--- config.mk ---
export PLATFORM = sky130hd
export DESIGN_NAME = simt_block_stack
export DESIGN_NICKNAME = d
export VERILOG_FILES = /design/src/rtl/simt_stack_pkg.sv /design/src/rtl/sbs_barrier.sv /design/src/rtl/sbs_decode.sv /design/src/rtl/sbs_stack.sv /design/src/rtl/simt_block_stack.sv
export SDC_FILE = /design/constraint.sdc
export NUM_CORES = 1
export LEC_CHECK = 0
export ABC_AREA = 1
export CAP_MARGIN = 10
export CELL_PAD_IN_SITES_DETAIL_PLACEMENT = 2
export CELL_PAD_IN_SITES_GLOBAL_PLACEMENT = 2
export CORE_ASPECT_RATIO = 0.7
export CORE_MARGIN = 2
export CORE_UTILIZATION = 34
export DETAILED_ROUTE_END_ITERATION = 7
export GPL_TIMING_DRIVEN = 0
export PLACE_DENSITY_LB_ADDON = 0.05
export SYNTH_ARGS = -nofsm -noshare
export SYNTH_HDL_FRONTEND = slang
export SYNTH_HIERARCHICAL = 1
export SYNTH_SLANG_ARGS = --single-unit
--- constraint.sdc ---
create_clock -name clk -period 5.4 [get_ports clk]
set_clock_uncertainty 0.1 [all_clocks]
set_input_delay 0.54 -clock clk [delete_from_list [all_inputs] [get_ports clk]]
set_output_delay 0.54 -clock clk [all_outputs]
set_load 0.01 [all_outputs]
--- src/rtl/simt_stack_pkg.sv ---
package simt_stack_pkg;
   typedef enum logic [1:0] {
      STK_HOLD  = 2'd0,
      STK_SETPC = 2'd1,
      STK_SPLIT = 2'd2,
      STK_POP   = 2'd3
   } stk_op_e;
endpackage

--- src/rtl/sbs_barrier.sv ---
module sbs_barrier #(
   parameter int NUM_WARPS  = 3,
   parameter int WARP_LANES = 4,
   localparam int THREADS   = NUM_WARPS * WARP_LANES
) (
   input  logic                 clk,
   input  logic                 rst_n,
   input  logic                 init_valid,
   input  logic [THREADS-1:0]   init_mask,
   input  logic [NUM_WARPS-1:0] arrive,
   input  logic [NUM_WARPS-1:0] exit_warp,
   input  logic                 ev_valid,
   output logic                 release_o,
   output logic [NUM_WARPS-1:0] live_o
);
   logic [NUM_WARPS-1:0] live_q, arrived_q, init_live;
   logic                 pend_q;
   logic                 all_in;

   for (genvar w = 0; w < NUM_WARPS; w++) begin : g_live
      assign init_live[w] = |init_mask[w*WARP_LANES +: WARP_LANES];
   end

   assign all_in    = (((arrived_q | arrive) & live_q) == live_q);
   assign release_o = (pend_q | ev_valid) & (|live_q) & all_in & ~init_valid;
   assign live_o    = live_q;

   always_ff @(posedge clk or negedge rst_n) begin
      if (!rst_n) begin
         live_q    <= '0;
         arrived_q <= '0;
         pend_q    <= 1'b0;
      end else if (init_valid) begin
         live_q    <= init_live;
         arrived_q <= '0;
         pend_q    <= 1'b0;
      end else begin
         live_q <= live_q & ~exit_warp;
         if (release_o) begin
            arrived_q <= '0;
            pend_q    <= 1'b0;
         end else begin
            arrived_q <= (arrived_q | arrive) & live_q;
            pend_q    <= pend_q | ev_valid;
         end
      end
   end
endmodule

--- src/rtl/sbs_decode.sv ---
module sbs_decode
   import simt_stack_pkg::*;
#(
   parameter int PC_W    = 16,
   parameter int THREADS = 12,
   parameter int CNT_W   = 4
) (
   input  logic               ev_branch,
   input  logic [THREADS-1:0] ev_taken,
   input  logic [PC_W-1:0]    ev_target,
   input  logic [PC_W-1:0]    ev_fallthru,
   input  logic [PC_W-1:0]    ev_pc,
   input  logic [THREADS-1:0] top_mask,
   input  logic [PC_W-1:0]    top_rpc,
   input  logic [CNT_W-1:0]   depth,
   output stk_op_e            op,
   output logic [PC_W-1:0]    new_pc,
   output logic [THREADS-1:0] taken_mask,
   output logic [THREADS-1:0] fall_mask
);
   always_comb begin
      taken_mask = ev_taken & top_mask;
      fall_mask  = top_mask & ~taken_mask;
      op         = STK_SETPC;
      new_pc     = ev_pc;
      if (ev_branch) begin
         if (taken_mask == '0) begin
            new_pc = ev_fallthru;
         end else if (fall_mask == '0) begin
            new_pc = ev_target;
         end else begin
            op = STK_SPLIT;
         end
      end else if ((ev_pc == top_rpc) && (depth > CNT_W'(1))) begin
         op = STK_POP;
      end
   end
endmodule

--- src/rtl/sbs_stack.sv ---
module sbs_stack
   import simt_stack_pkg::*;
#(
   parameter int PC_W    = 16,
   parameter int THREADS = 12,
   parameter int DEPTH   = 8,
   localparam int CNT_W  = $clog2(DEPTH + 1),
   localparam int IDX_W  = $clog2(DEPTH)
) (
   input  logic               clk,
   input  logic               rst_n,
   input  logic               init_valid,
   input  logic [PC_W-1:0]    init_pc,
   input  logic [THREADS-1:0] init_mask,
   input  stk_op_e            op,
   input  logic [PC_W-1:0]    new_pc,
   input  logic [PC_W-1:0]    split_rpc,
   input  logic [PC_W-1:0]    lo_pc,
   input  logic [THREADS-1:0] lo_mask,
   input  logic [PC_W-1:0]    hi_pc,
   input  logic [THREADS-1:0] hi_mask,
   output logic [PC_W-1:0]    top_pc,
   output logic [PC_W-1:0]    top_rpc,
   output logic [THREADS-1:0] top_mask,
   output logic [CNT_W-1:0]   depth,
   output logic               overflow
);
   logic [PC_W-1:0]    pc_q   [DEPTH];
   logic [PC_W-1:0]    rpc_q  [DEPTH];
   logic [THREADS-1:0] mask_q [DEPTH];
   logic [CNT_W-1:0]   cnt_q;
   logic               ovf_q;
   logic [IDX_W-1:0]   top_idx;
   logic               fits;

   assign top_idx  = IDX_W'(cnt_q - CNT_W'(1));
   assign fits     = (int'(cnt_q) + 2) <= DEPTH;
   assign top_pc   = pc_q[top_idx];
   assign top_rpc  = rpc_q[top_idx];
   assign top_mask = mask_q[top_idx];
   assign depth    = cnt_q;
   assign overflow = ovf_q;

   always_ff @(posedge clk or negedge rst_n) begin
      if (!rst_n) begin
         for (int i = 0; i < DEPTH; i++) begin
            pc_q[i]   <= '0;
            rpc_q[i]  <= (i == 0) ? '1 : '0;
            mask_q[i] <= '0;
         end
         cnt_q <= CNT_W'(1);
         ovf_q <= 1'b0;
      end else if (init_valid) begin
         pc_q[0]   <= init_pc;
         rpc_q[0]  <= '1;
         mask_q[0] <= init_mask;
         cnt_q     <= CNT_W'(1);
         ovf_q     <= 1'b0;
      end else begin
         case (op)
            STK_SETPC: pc_q[top_idx] <= new_pc;
            STK_POP:   cnt_q <= cnt_q - CNT_W'(1);
            STK_SPLIT: begin
               if (fits) begin
                  for (int i = 0; i < DEPTH; i++) begin
                     if (int'(cnt_q) == i + 1) begin
                        pc_q[i] <= split_rpc;
                     end
                     if (int'(cnt_q) == i) begin
                        pc_q[i]   <= lo_pc;
                        rpc_q[i]  <= split_rpc;
                        mask_q[i] <= lo_mask;
                     end
                     if (int'(cnt_q) + 1 == i) begin
                        pc_q[i]   <= hi_pc;
                        rpc_q[i]  <= split_rpc;
                        mask_q[i] <= hi_mask;
                     end
                  end
                  cnt_q <= cnt_q + CNT_W'(2);
               end else begin
                  ovf_q <= 1'b1;
               end
            end
            default: ;
         endcase
      end
   end
endmodule

--- src/rtl/simt_block_stack.sv ---
module simt_block_stack
   import simt_stack_pkg::*;
#(
   parameter int NUM_WARPS  = 3,
   parameter int WARP_LANES = 4,
   parameter int PC_W       = 16,
   parameter int DEPTH      = 8,
   localparam int THREADS   = NUM_WARPS * WARP_LANES,
   localparam int CNT_W     = $clog2(DEPTH + 1)
) (
   input  logic                 clk,
   input  logic                 rst_n,
   input  logic                 init_valid,
   input  logic [PC_W-1:0]      init_pc,
   input  logic [THREADS-1:0]   init_mask,
   input  logic [NUM_WARPS-1:0] arrive,
   input  logic [NUM_WARPS-1:0] exit_warp,
   input  logic                 ev_valid,
   input  logic                 ev_branch,
   input  logic [THREADS-1:0]   ev_taken,
   input  logic [PC_W-1:0]      ev_target,
   input  logic [PC_W-1:0]      ev_fallthru,
   input  logic [PC_W-1:0]      ev_rpc,
   input  logic [PC_W-1:0]      ev_pc,
   output logic                 out_valid,
   output logic [PC_W-1:0]      out_pc,
   output logic [THREADS-1:0]   out_mask,
   output logic                 overflow
);
   if (DEPTH < 3) begin : g_bad_depth
      $error("simt_block_stack: DEPTH must be at least 3");
   end
   if (NUM_WARPS < 1 || WARP_LANES < 1) begin : g_bad_shape
      $error("simt_block_stack: NUM_WARPS and WARP_LANES must be positive");
   end
   if (PC_W < 2) begin : g_bad_pc
      $error("simt_block_stack: PC_W must be at least 2");
   end

   logic                 ev_branch_q;
   logic [THREADS-1:0]   ev_taken_q;
   logic [PC_W-1:0]      ev_target_q, ev_fallthru_q, ev_rpc_q, ev_pc_q;
   logic                 s_branch;
   logic [THREADS-1:0]   s_taken;
   logic [PC_W-1:0]      s_target, s_fallthru, s_rpc, s_pc;
   logic                 rel;
   logic [NUM_WARPS-1:0] live_w;
   logic [CNT_W-1:0]     depth_w;
   logic [PC_W-1:0]      top_rpc_w, dec_pc;
   logic [THREADS-1:0]   top_mask_w, taken_m, fall_m;
   stk_op_e              dec_op, op_eff;
   logic                 valid_q;

   always_ff @(posedge clk or negedge rst_n) begin
      if (!rst_n) begin
         ev_branch_q   <= 1'b0;
         ev_taken_q    <= '0;
         ev_target_q   <= '0;
         ev_fallthru_q <= '0;
         ev_rpc_q      <= '0;
         ev_pc_q       <= '0;
      end else if (ev_valid) begin
         ev_branch_q   <= ev_branch;
         ev_taken_q    <= ev_taken;
         ev_target_q   <= ev_target;
         ev_fallthru_q <= ev_fallthru;
         ev_rpc_q      <= ev_rpc;
         ev_pc_q       <= ev_pc;
      end
   end

   assign s_branch   = ev_valid ? ev_branch   : ev_branch_q;
   assign s_taken    = ev_valid ? ev_taken    : ev_taken_q;
   assign s_target   = ev_valid ? ev_target   : ev_target_q;
   assign s_fallthru = ev_valid ? ev_fallthru : ev_fallthru_q;
   assign s_rpc      = ev_valid ? ev_rpc      : ev_rpc_q;
   assign s_pc       = ev_valid ? ev_pc       : ev_pc_q;

   sbs_barrier #(.NUM_WARPS(NUM_WARPS), .WARP_LANES(WARP_LANES)) i_barrier (
      .clk(clk), .rst_n(rst_n), .init_valid(init_valid), .init_mask(init_mask),
      .arrive(arrive), .exit_warp(exit_warp), .ev_valid(ev_valid),
      .release_o(rel), .live_o(live_w)
   );

   sbs_decode #(.PC_W(PC_W), .THREADS(THREADS), .CNT_W(CNT_W)) i_decode (
      .ev_branch(s_branch), .ev_taken(s_taken), .ev_target(s_target),
      .ev_fallthru(s_fallthru), .ev_pc(s_pc), .top_mask(top_mask_w),
      .top_rpc(top_rpc_w), .depth(depth_w), .op(dec_op), .new_pc(dec_pc),
      .taken_mask(taken_m), .fall_mask(fall_m)
   );

   assign op_eff = rel ? dec_op : STK_HOLD;

   sbs_stack #(.PC_W(PC_W), .THREADS(THREADS), .DEPTH(DEPTH)) i_stack (
      .clk(clk), .rst_n(rst_n), .init_valid(init_valid), .init_pc(init_pc),
      .init_mask(init_mask), .op(op_eff), .new_pc(dec_pc), .split_rpc(s_rpc),
      .lo_pc(s_fallthru), .lo_mask(fall_m), .hi_pc(s_target), .hi_mask(taken_m),
      .top_pc(out_pc), .top_rpc(top_rpc_w), .top_mask(top_mask_w),
      .depth(depth_w), .overflow(overflow)
   );

   always_ff @(posedge clk or negedge rst_n) begin
      if (!rst_n) valid_q <= 1'b0;
      else        valid_q <= rel;
   end

   assign out_valid = valid_q;
   assign out_mask  = top_mask_w;
endmodule

==> results.md, run 1 <==
- The element type at the critical path end is a register.
- The flow ran to the end, but the final reports show violations.
- STA classifies the critical path startpoint as a register.
- For the pin with the worst max-slew slack, the measured transition is 1410 ps.
- The biggest fanout along the worst timing path is 10.
- The share of the clock period used by the worst path after layout is 1.06.
- The power density of the placed cells is 304 mW/mm^2.
- The worst IR drop on VDD is 0.269 mV.
- 145 I/O pins were placed.
- The cell type of the slowest stage on the worst timing path is dfstp_2.
- The cell area that synthesis handed to floorplanning was 0.0283 mm^2.
- In this run the static leakage power is 18.8 nW.
- The clock period minus final worst setup slack is 5700 ps.
- The tree is rooted in a clkbuf_16.
- Clock-pin slew was measured on the worst setup and hold paths at 70 ps.
- The layout has 9907 filler cells.
- The number of setup violations in the final report is 345.
- The required time of the critical path is 5870 ps.
- The first global-routing pass estimated 252000 um of wire.
- The die is 349 um wide.
- The yosys synthesis warning count is 6.
- The remaining global-route overflow is 0.
- Measured along the y axis, the die boundary spans 245 um.
- Dividing the detail-routed wire length by the instance count gives 30.6 um.
- The final estimated routing congestion in global placement is 0.984.
- The count of nets left with antenna violations after detail routing is 0.
- The CTS tree is done.
- The clock passes through at most 3 buffers.
- The number of global-route vias before repair is 34685.
- The remaining max-slew budget at the tightest pin is 0.0607.
- The checks that failed: setup timing.
- Once routing completed, OpenROAD measured the worst setup slack at -303 ps.
- The worst reg2reg path startpoint is i_stack/depth[0]$_DFFE_PN1P_.
- The pin count of the biggest net entering global routing is 108.
- The largest stage delay on the critical path is 570 ps.
- The buffers plus inverters on the worst setup path is 15.
- The CTS sink count is 442.
- The type of the setup path with the least slack is reg2reg.
- The count of endpoints failing hold in the final timing report is 0.
- The worst min-delay path category is in2async.
- The via total after detailed routing is 34355.
- The max-capacitance violation count is 0.
- The slack of the worst reg-to-reg path is -300 ps.
- For this run, the total global-route usage over all layers was measured as 0.409.
- The number of cell instances on the worst register-to-register path is 33.
- The sequential area share after synthesis is 0.392.
- The number of H-tree levels is 2.
- The die covers 0.0855 mm^2.
- The most critical setup path has its endpoint at i_stack/mask_q[20]$_DFFE_PN0P_.
- The first routing iteration left 3862 violations.
- The number of clock buffers inserted by TritonCTS is 50.
- The number of detailed-routing iterations run before antenna repair is 5.
- Averaged over all synthesized cells, the footprint is 6.32 um^2.
- The flop and latch count out of synthesis is 442.
- For this run, the top clock speed supported by timing is 175 MHz.
- The number of stages on the worst setup path is 33.
- In the routed layout, each cell is associated on average with a via count of 5.80.
- The net count of the finished layout is 4924.
- The number of antenna violations at the first check in global routing is 8.
- The area inside the core boundary is 0.0824 mm^2.
- The fraction of final layout cells with drive strength greater than 1 is 0.121.
- The total power consumption of the routed design is 0.0109 W.
- The arrival time at the worst endpoint is 6180 ps.
- The family with the most delay on the worst path is buffers and inverters.
- The clock latency on the worst-skew pair is 690 ps.
- The post-synthesis cell type count is 39.
- The final max-slew violation count is 0.
- Summed over all layers, the routed wires come to 181000 um.
- The initial cell density of the core is 0.343.
- The number of nets in the synthesized netlist is 4606.
- The number of remaining DRC errors is 0.
- The number of core rows is 88.
- The count of buffers added on input and output ports is 144.
- In the synthesized netlist, the number of instances is 4478.
- The area added between synthesis and finish is 26.3%.
- The HPWL reported at the end of detailed placement is 132000 um.
- For the final routed database, the setup TNS stands at -63350 ps.
- The launch point of the critical path is i_stack/depth[0]$_DFFE_PN1P_.
- The critical register-to-register path endpoint is i_stack/mask_q[20]$_DFFE_PN0P_.
routing by layer:
metal | global-route usage | vias up | wire length (um)
met5 | 0 | - | 40
met4 | 0.109 | 6 | 5930
met1 | 0.611 | 17780 | 81100
met3 | 0.123 | 314 | 22300
li1 | - | 14527 | -
met2 | 0.566 | 1728 | 72100
flip-flops by register name, summed over array words and instances (netlist names):
register	count
ev_branch_q	1
ev_rpc_q	16
i_barrier/live_o	3
i_barrier/arrived_q	3
ev_target_q	16
ev_fallthru_q	16
i_stack/overflow	1
i_stack/rpc_q	128
out_valid	1
i_stack/mask_q	96
i_barrier/pend_q	1
ev_taken_q	12
ev_pc_q	16
i_stack/pc_q	128
i_stack/depth	4
worst min path at each step:
stage                          start                            end  slack, ps  cells after the start
2_1_floorplan                  rst_n          ev_branch_q$_DFF_PN0_        140                      0
4_1_cts                        rst_n   i_stack/rpc_q[8]$_DFFE_PN0P_        280                      2
3_3_place_gp   ev_rpc_q[9]$_DFF_PN0_          ev_rpc_q[9]$_DFF_PN0_        350                      2
3_5_place_dp   ev_rpc_q[3]$_DFF_PN0_          ev_rpc_q[3]$_DFF_PN0_        360                      2
6_report                       rst_n  i_stack/rpc_q[56]$_DFFE_PN0P_        280                      2
5_1_grt                        rst_n  i_stack/rpc_q[40]$_DFFE_PN0P_        310                      2
through the flow:
| step | util | worst slack (ps) | cells | instance area, um^2 | hold slack, ps |
|---|---|---|---|---|---|
| 2_1_floorplan | - | 247 | 4478 | 28300 | 144 |
| 3_3_place_gp | 0.377 | -17670 | 5702 | 31100 | 350 |
| 3_5_place_dp | 0.381 | -3290 | 5717 | 31300 | 358 |
| 4_1_cts | 0.422 | 0.298 | 5886 | 34800 | 281 |
| 5_1_grt | 0.434 | -212 | 5918 | 35700 | 308 |
| 6_report | 0.434 | -303 | 5922 | 35700 | 281 |
area by class of cell:
cell class | instances | area, um^2 | share of cell area
clock buffers | 76 | 1450 | 0.0406
flip-flops and latches | 442 | 11100 | 0.310
well taps | 1080 | 1350 | 0.0378
multi-input cells | 3311 | 14900 | 0.418
plain buffers | 297 | 2150 | 0.0601
repair buffers | 268 | 2750 | 0.0771
clock inverters | 18 | 305 | 0.00855
inverters | 426 | 1680 | 0.0471
diodes | 4 | 10.0 | 0.000280
cells by family after synthesis:
group,count (synthesis),share of synthesized area
and+or+nand+nor,2877,0.417
xor gates and xnor gates,7,0.00217
DFF,442,0.392
adders and majority gates,13,0.00575
AOI/OAI and AO/OA,414,0.0759
buffers and inverters,725,0.107
worst register-to-register path, delay by kind of cell, from the launching register on:
| kind | cells | cell delay, ps |
|---|---|---|
| buf+inv | 15 | 2280 |
| simple gates | 14 | 1850 |
| fa+ha+maj | 2 | 590 |
| flops | 1 | 570 |
| compound gates | 2 | 240 |
where the power goes:
group | internal, W | switching, W | leakage [nW]
registers | 0.00361 | 0.000202 | 5.67
logic | 0.000901 | 0.00233 | 12.3
clock network | 0.00215 | 0.00166 | 0.860
cells in the mapped netlist, drive strengths merged:
cell type / count / area, um^2
inv: 423 / 1590
dfstp: 17 / 447
nor2: 189 / 823
a21boi: 1 / 18.8
nand4: 56 / 363
dfrtp: 425 / 10600
nand3: 480 / 2450
xor2: 2 / 17.5
ha: 13 / 163
a22oi: 16 / 120
clkbuf: 131 / 507
a21oi: 90 / 454
nor3: 2 / 15.0
or2: 6 / 37.5
xnor2: 5 / 43.8
nand3b: 2 / 15.0
o22ai: 12 / 75.1
nand2: 2142 / 8110
o21bai: 1 / 7.51
buf: 168 / 915
clkinv: 3 / 11.3
o21ai: 294 / 1470
cell usage in the layout (no fill, tap or decap), types with 16 or more instances in the layout:
cell,netlist,final
nand3_1,471,457
nand4_1,54,54
nor2_1,169,139
nor2_4,10,34
inv_1,402,389
buf_6,12,52
buf_1,43,27
nand2_1,2120,2096
inv_2,19,17
buf_4,21,117
buf_12,0,23
buf_8,0,19
buf_2,92,52
clkbuf_1,119,104
clkbuf_2,12,16
a21oi_1,89,82
dfstp_2,17,17
clkdlybuf4s50_1,0,143
nand2_2,20,29
o21ai_1,59,74
clkbuf_16,0,57
o21ai_0,235,216
dfrtp_1,425,425
repair_timing:
| item | in CTS | in global routing |
|---|---|---|
| hold buffers | 1 | 0 |
| endpoints found under the setup margin | 385 | 356 |
| pin swaps | 39 | 39 |
| setup buffers | 73 | 31 |
| gates resized for setup | 317 | 190 |
| endpoints found under the hold margin | 54 | 0 |
| cloned | 1 | 3 |
Power figures use the tool's default switching activity.
==> run 2: changes to the inputs <==
- MAX_ROUTING_LAYER: unset -> met4
==> run 2 against run 1 <==
The flow still finishes with violations (setup timing); worst hold slack worse by 16 ps; clock-buffer cell count down 4; wire length down 1.7%; sequential power about the same; combinational power down 2%; core utilization down 0.56 points; critical endpoint is now i_stack/pc_q[89]$_DFFE_PN0P_.
==> results.md, run 2 (same netlist as run 1, synthesis figures left out) <==
- The flow ran to the end, but the final reports show violations.
- The final reports fail on setup timing.
- The largest stage delay on the critical path is 560 ps.
- In this run the tool buffered the top-level ports with 144 buffer cells.
- For the final routed database, the setup TNS stands at -18680 ps.
- Counting tap cells, the placed design contains a total of 5716 instances.
- The fraction of final layout cells with drive strength greater than 1 is 0.117.
- The worst setup path is of the reg2reg kind.
- The CTS sink count is 442.
- The floorplan step defined a core boundary enclosing 0.0824 mm^2.
- The clock latency on the worst-skew pair is 680 ps.
- The CTS clock-pin slew for the worst setup and hold paths is 70 ps.
- TritonCTS built the clock tree.
- The total detailed-routing wirelength is 178000 um.
- The area added between synthesis and finish is 24.7%.
- In the final routed layout, each cell accounts on average for 30.2 um.
- The number of antenna violations at the first check in global routing is 16.
- The number of clock buffers inserted by TritonCTS is 50.
- The die is 349 um wide.
- The number of setup violations in the final report is 288.
- The finished layout holds 5902 standard cells, fillers aside.
- The y dimension of the die is 245 um.
- Leaving out fill and tap cells, the most frequent cell in the layout is nand2_1.
- Of the available clock period, the critical path in the final layout requires 1.03.
- In this run the tightest slew margin relative to its limit is 0.0462.
- The number of global-route vias before repair is 34075.
- The filler cells instantiated in the layout total 9945.
- The worst min-delay path category is in2async.
- The first TritonRoute pass finished after 6 iterations.
- The largest registers in the layout are i_stack/pc_q x128, i_stack/rpc_q x128, i_stack/mask_q x96.
- The clock passes through at most 3 buffers.
- Across the VDD grid, the largest voltage drop is 0.254 mV.
- After layout, the design draws a total of 0.0108 W.
- The final max-slew violation count is 0.
- The highest clock frequency the design can meet is 181 MHz.
- The final estimated routing congestion in global placement is 0.989.
- The library cells used most frequently in the layout, excluding fill and tap cells, are 2090 x nand2_1, 459 x nand3_1, 425 x dfrtp_1.
- In this run the number of H-tree levels came out at 2.
- The biggest fanout along the worst timing path is 11.
- The wire length of the first global-routing pass is 248000 um.
- The most used cell along the critical path is nand2_2.
- Timing analysis after detailed placement gives a worst setup slack of -3310 ps.
- The buffer type at the clock tree root is clkbuf_16.
- The initial cell density of the core is 0.343.
- For this design, the slowest cell found on the critical path is dfstp_2.
- The required time of the critical path is 5820 ps.
- The max-capacitance violation count is 0.
- The count of endpoints failing hold in the final timing report is 0.
- The count of nets left with antenna violations after detail routing is 0.
- The number of DRC violations after detailed-routing iteration 0 is 3677.
- For this run the aggregate overflow at the end of global routing stands at 0.
- Dividing total power by cell area gives a power density of 305 mW/mm^2.
- The pin count of the biggest net entering global routing is 108.
- The all-layer global routing usage is 0.416.
- The die area is 0.0855 mm^2.
- The pin slew with the least headroom to its limit is 1430 ps.
- The HPWL reported at the end of detailed placement is 132000 um.
- STA classifies the critical path endpoint as a register.
- Data arrives at the worst endpoint at 5960 ps.
- STA classifies the critical path startpoint as a register.
- In the routed layout, each cell is associated on average with a via count of 5.72.
- Once routing completed, OpenROAD measured the worst setup slack at -136 ps.
- 145 I/O pins were placed.
- The number of nets in the finished design is 4901.
- The number of core rows is 88.
- The number of remaining DRC errors is 0.
- The clock period minus final worst setup slack is 5540 ps.
- Summed over all cells, the static leakage comes to 18.6 nW.
- Across all layers, the routed design uses 33742 vias.
==> run 2: cell types whose count changed in the layout (fill, tap and decap cells not counted), moves of 5 or more <==
cell	previous run	this run
buf_12	23	17
nand2_1	2096	2090
nand2_2	29	35
clkbuf_8	12	17
buf_4	117	98
buf_2	52	58
o21ai_1	74	59
o21ai_0	216	233
==> run 2: stage by stage <==
| stage | hold WS [ps] | utilization | area [um^2] |
|---|---|---|---|
| after CTS | 253 | 0.419 | 34500 |
| final | 265 | 0.428 | 35300 |
| after floorplan | 144 | - | 28300 |
| after global routing | 293 | 0.428 | 35300 |
| after global placement | 350 | 0.377 | 31100 |
| after detailed placement | 363 | 0.380 | 31300 |
==> run 2: final cells by class <==
class | count | area [um^2] | share of cell area
antenna | 8 | 20.0 | 0.000568
buffer | 296 | 2050 | 0.0581
clock buffer | 72 | 1410 | 0.0401
clock inverter | 21 | 309 | 0.00876
inverter | 426 | 1670 | 0.0473
multi-input combinational | 3311 | 14900 | 0.422
sequential | 442 | 11100 | 0.314
tap | 1080 | 1350 | 0.0383
timing repair buffer | 246 | 2500 | 0.0709
==> run 2: where the power goes <==
group / internal, W / leakage [nW] / total, W / switching [W]
Combinational: 0.000884 / 12.1 / 0.00318 / 0.00230
Clock: 0.00208 / 0.842 / 0.00375 / 0.00167
Sequential: 0.00361 / 5.67 / 0.00382 / 0.000210
Total: 0.00658 / 18.6 / 0.0108 / 0.00417
==> run 2: critical path: cells and delay by family, from the launching register on <==
kind	cells	cell delay, ps
and+or+nand+nor	15	1800
AOI/OAI and AO/OA	2	360
DFF	1	560
buffers and inverters	13	2040
adders and majority gates	2	480
==> run 2: path summary, 6_finish.rpt <==
path / to / depth (start not counted) / slack [ps] / startpoint
min: i_stack/rpc_q[10]$_DFFE_PN0P_ / 2 / 260 / rst_n
min reg2reg: ev_rpc_q[11]$_DFF_PN0_ / 2 / 380 / ev_rpc_q[11]$_DFF_PN0_
min in group clk: ev_rpc_q[12]$_DFF_PN0_ / 3 / 320 / ev_rpc[12]
max reg2reg: i_stack/pc_q[89]$_DFFE_PN0P_ / 32 / -140 / i_stack/depth[0]$_DFFE_PN1P_
max in group asynchronous: i_stack/pc_q[74]$_DFFE_PN0P_ / 4 / 3340 / rst_n
max: i_stack/pc_q[89]$_DFFE_PN0P_ / 32 / -140 / i_stack/depth[0]$_DFFE_PN1P_
==> run 2: layer usage <==
metal / track usage / vias up / wire length, um
li1: - / 14499 / -
met3: 0.153 / 262 / 21500
met5: - / - / 0
met4: 0.106 / 0 / 5220
met2: 0.555 / 1636 / 70200
met1: 0.586 / 17345 / 81500
==> run 2: timing repair <==
action / in CTS / in global routing
setup endpoints to repair: 385 / 358
resized for setup: 299 / 151
endpoints found under the hold margin: 45 / 0
hold buffers: 1 / 0
pin swaps: 39 / 49
setup buffers: 50 / 34
gates cloned: 2 / 3
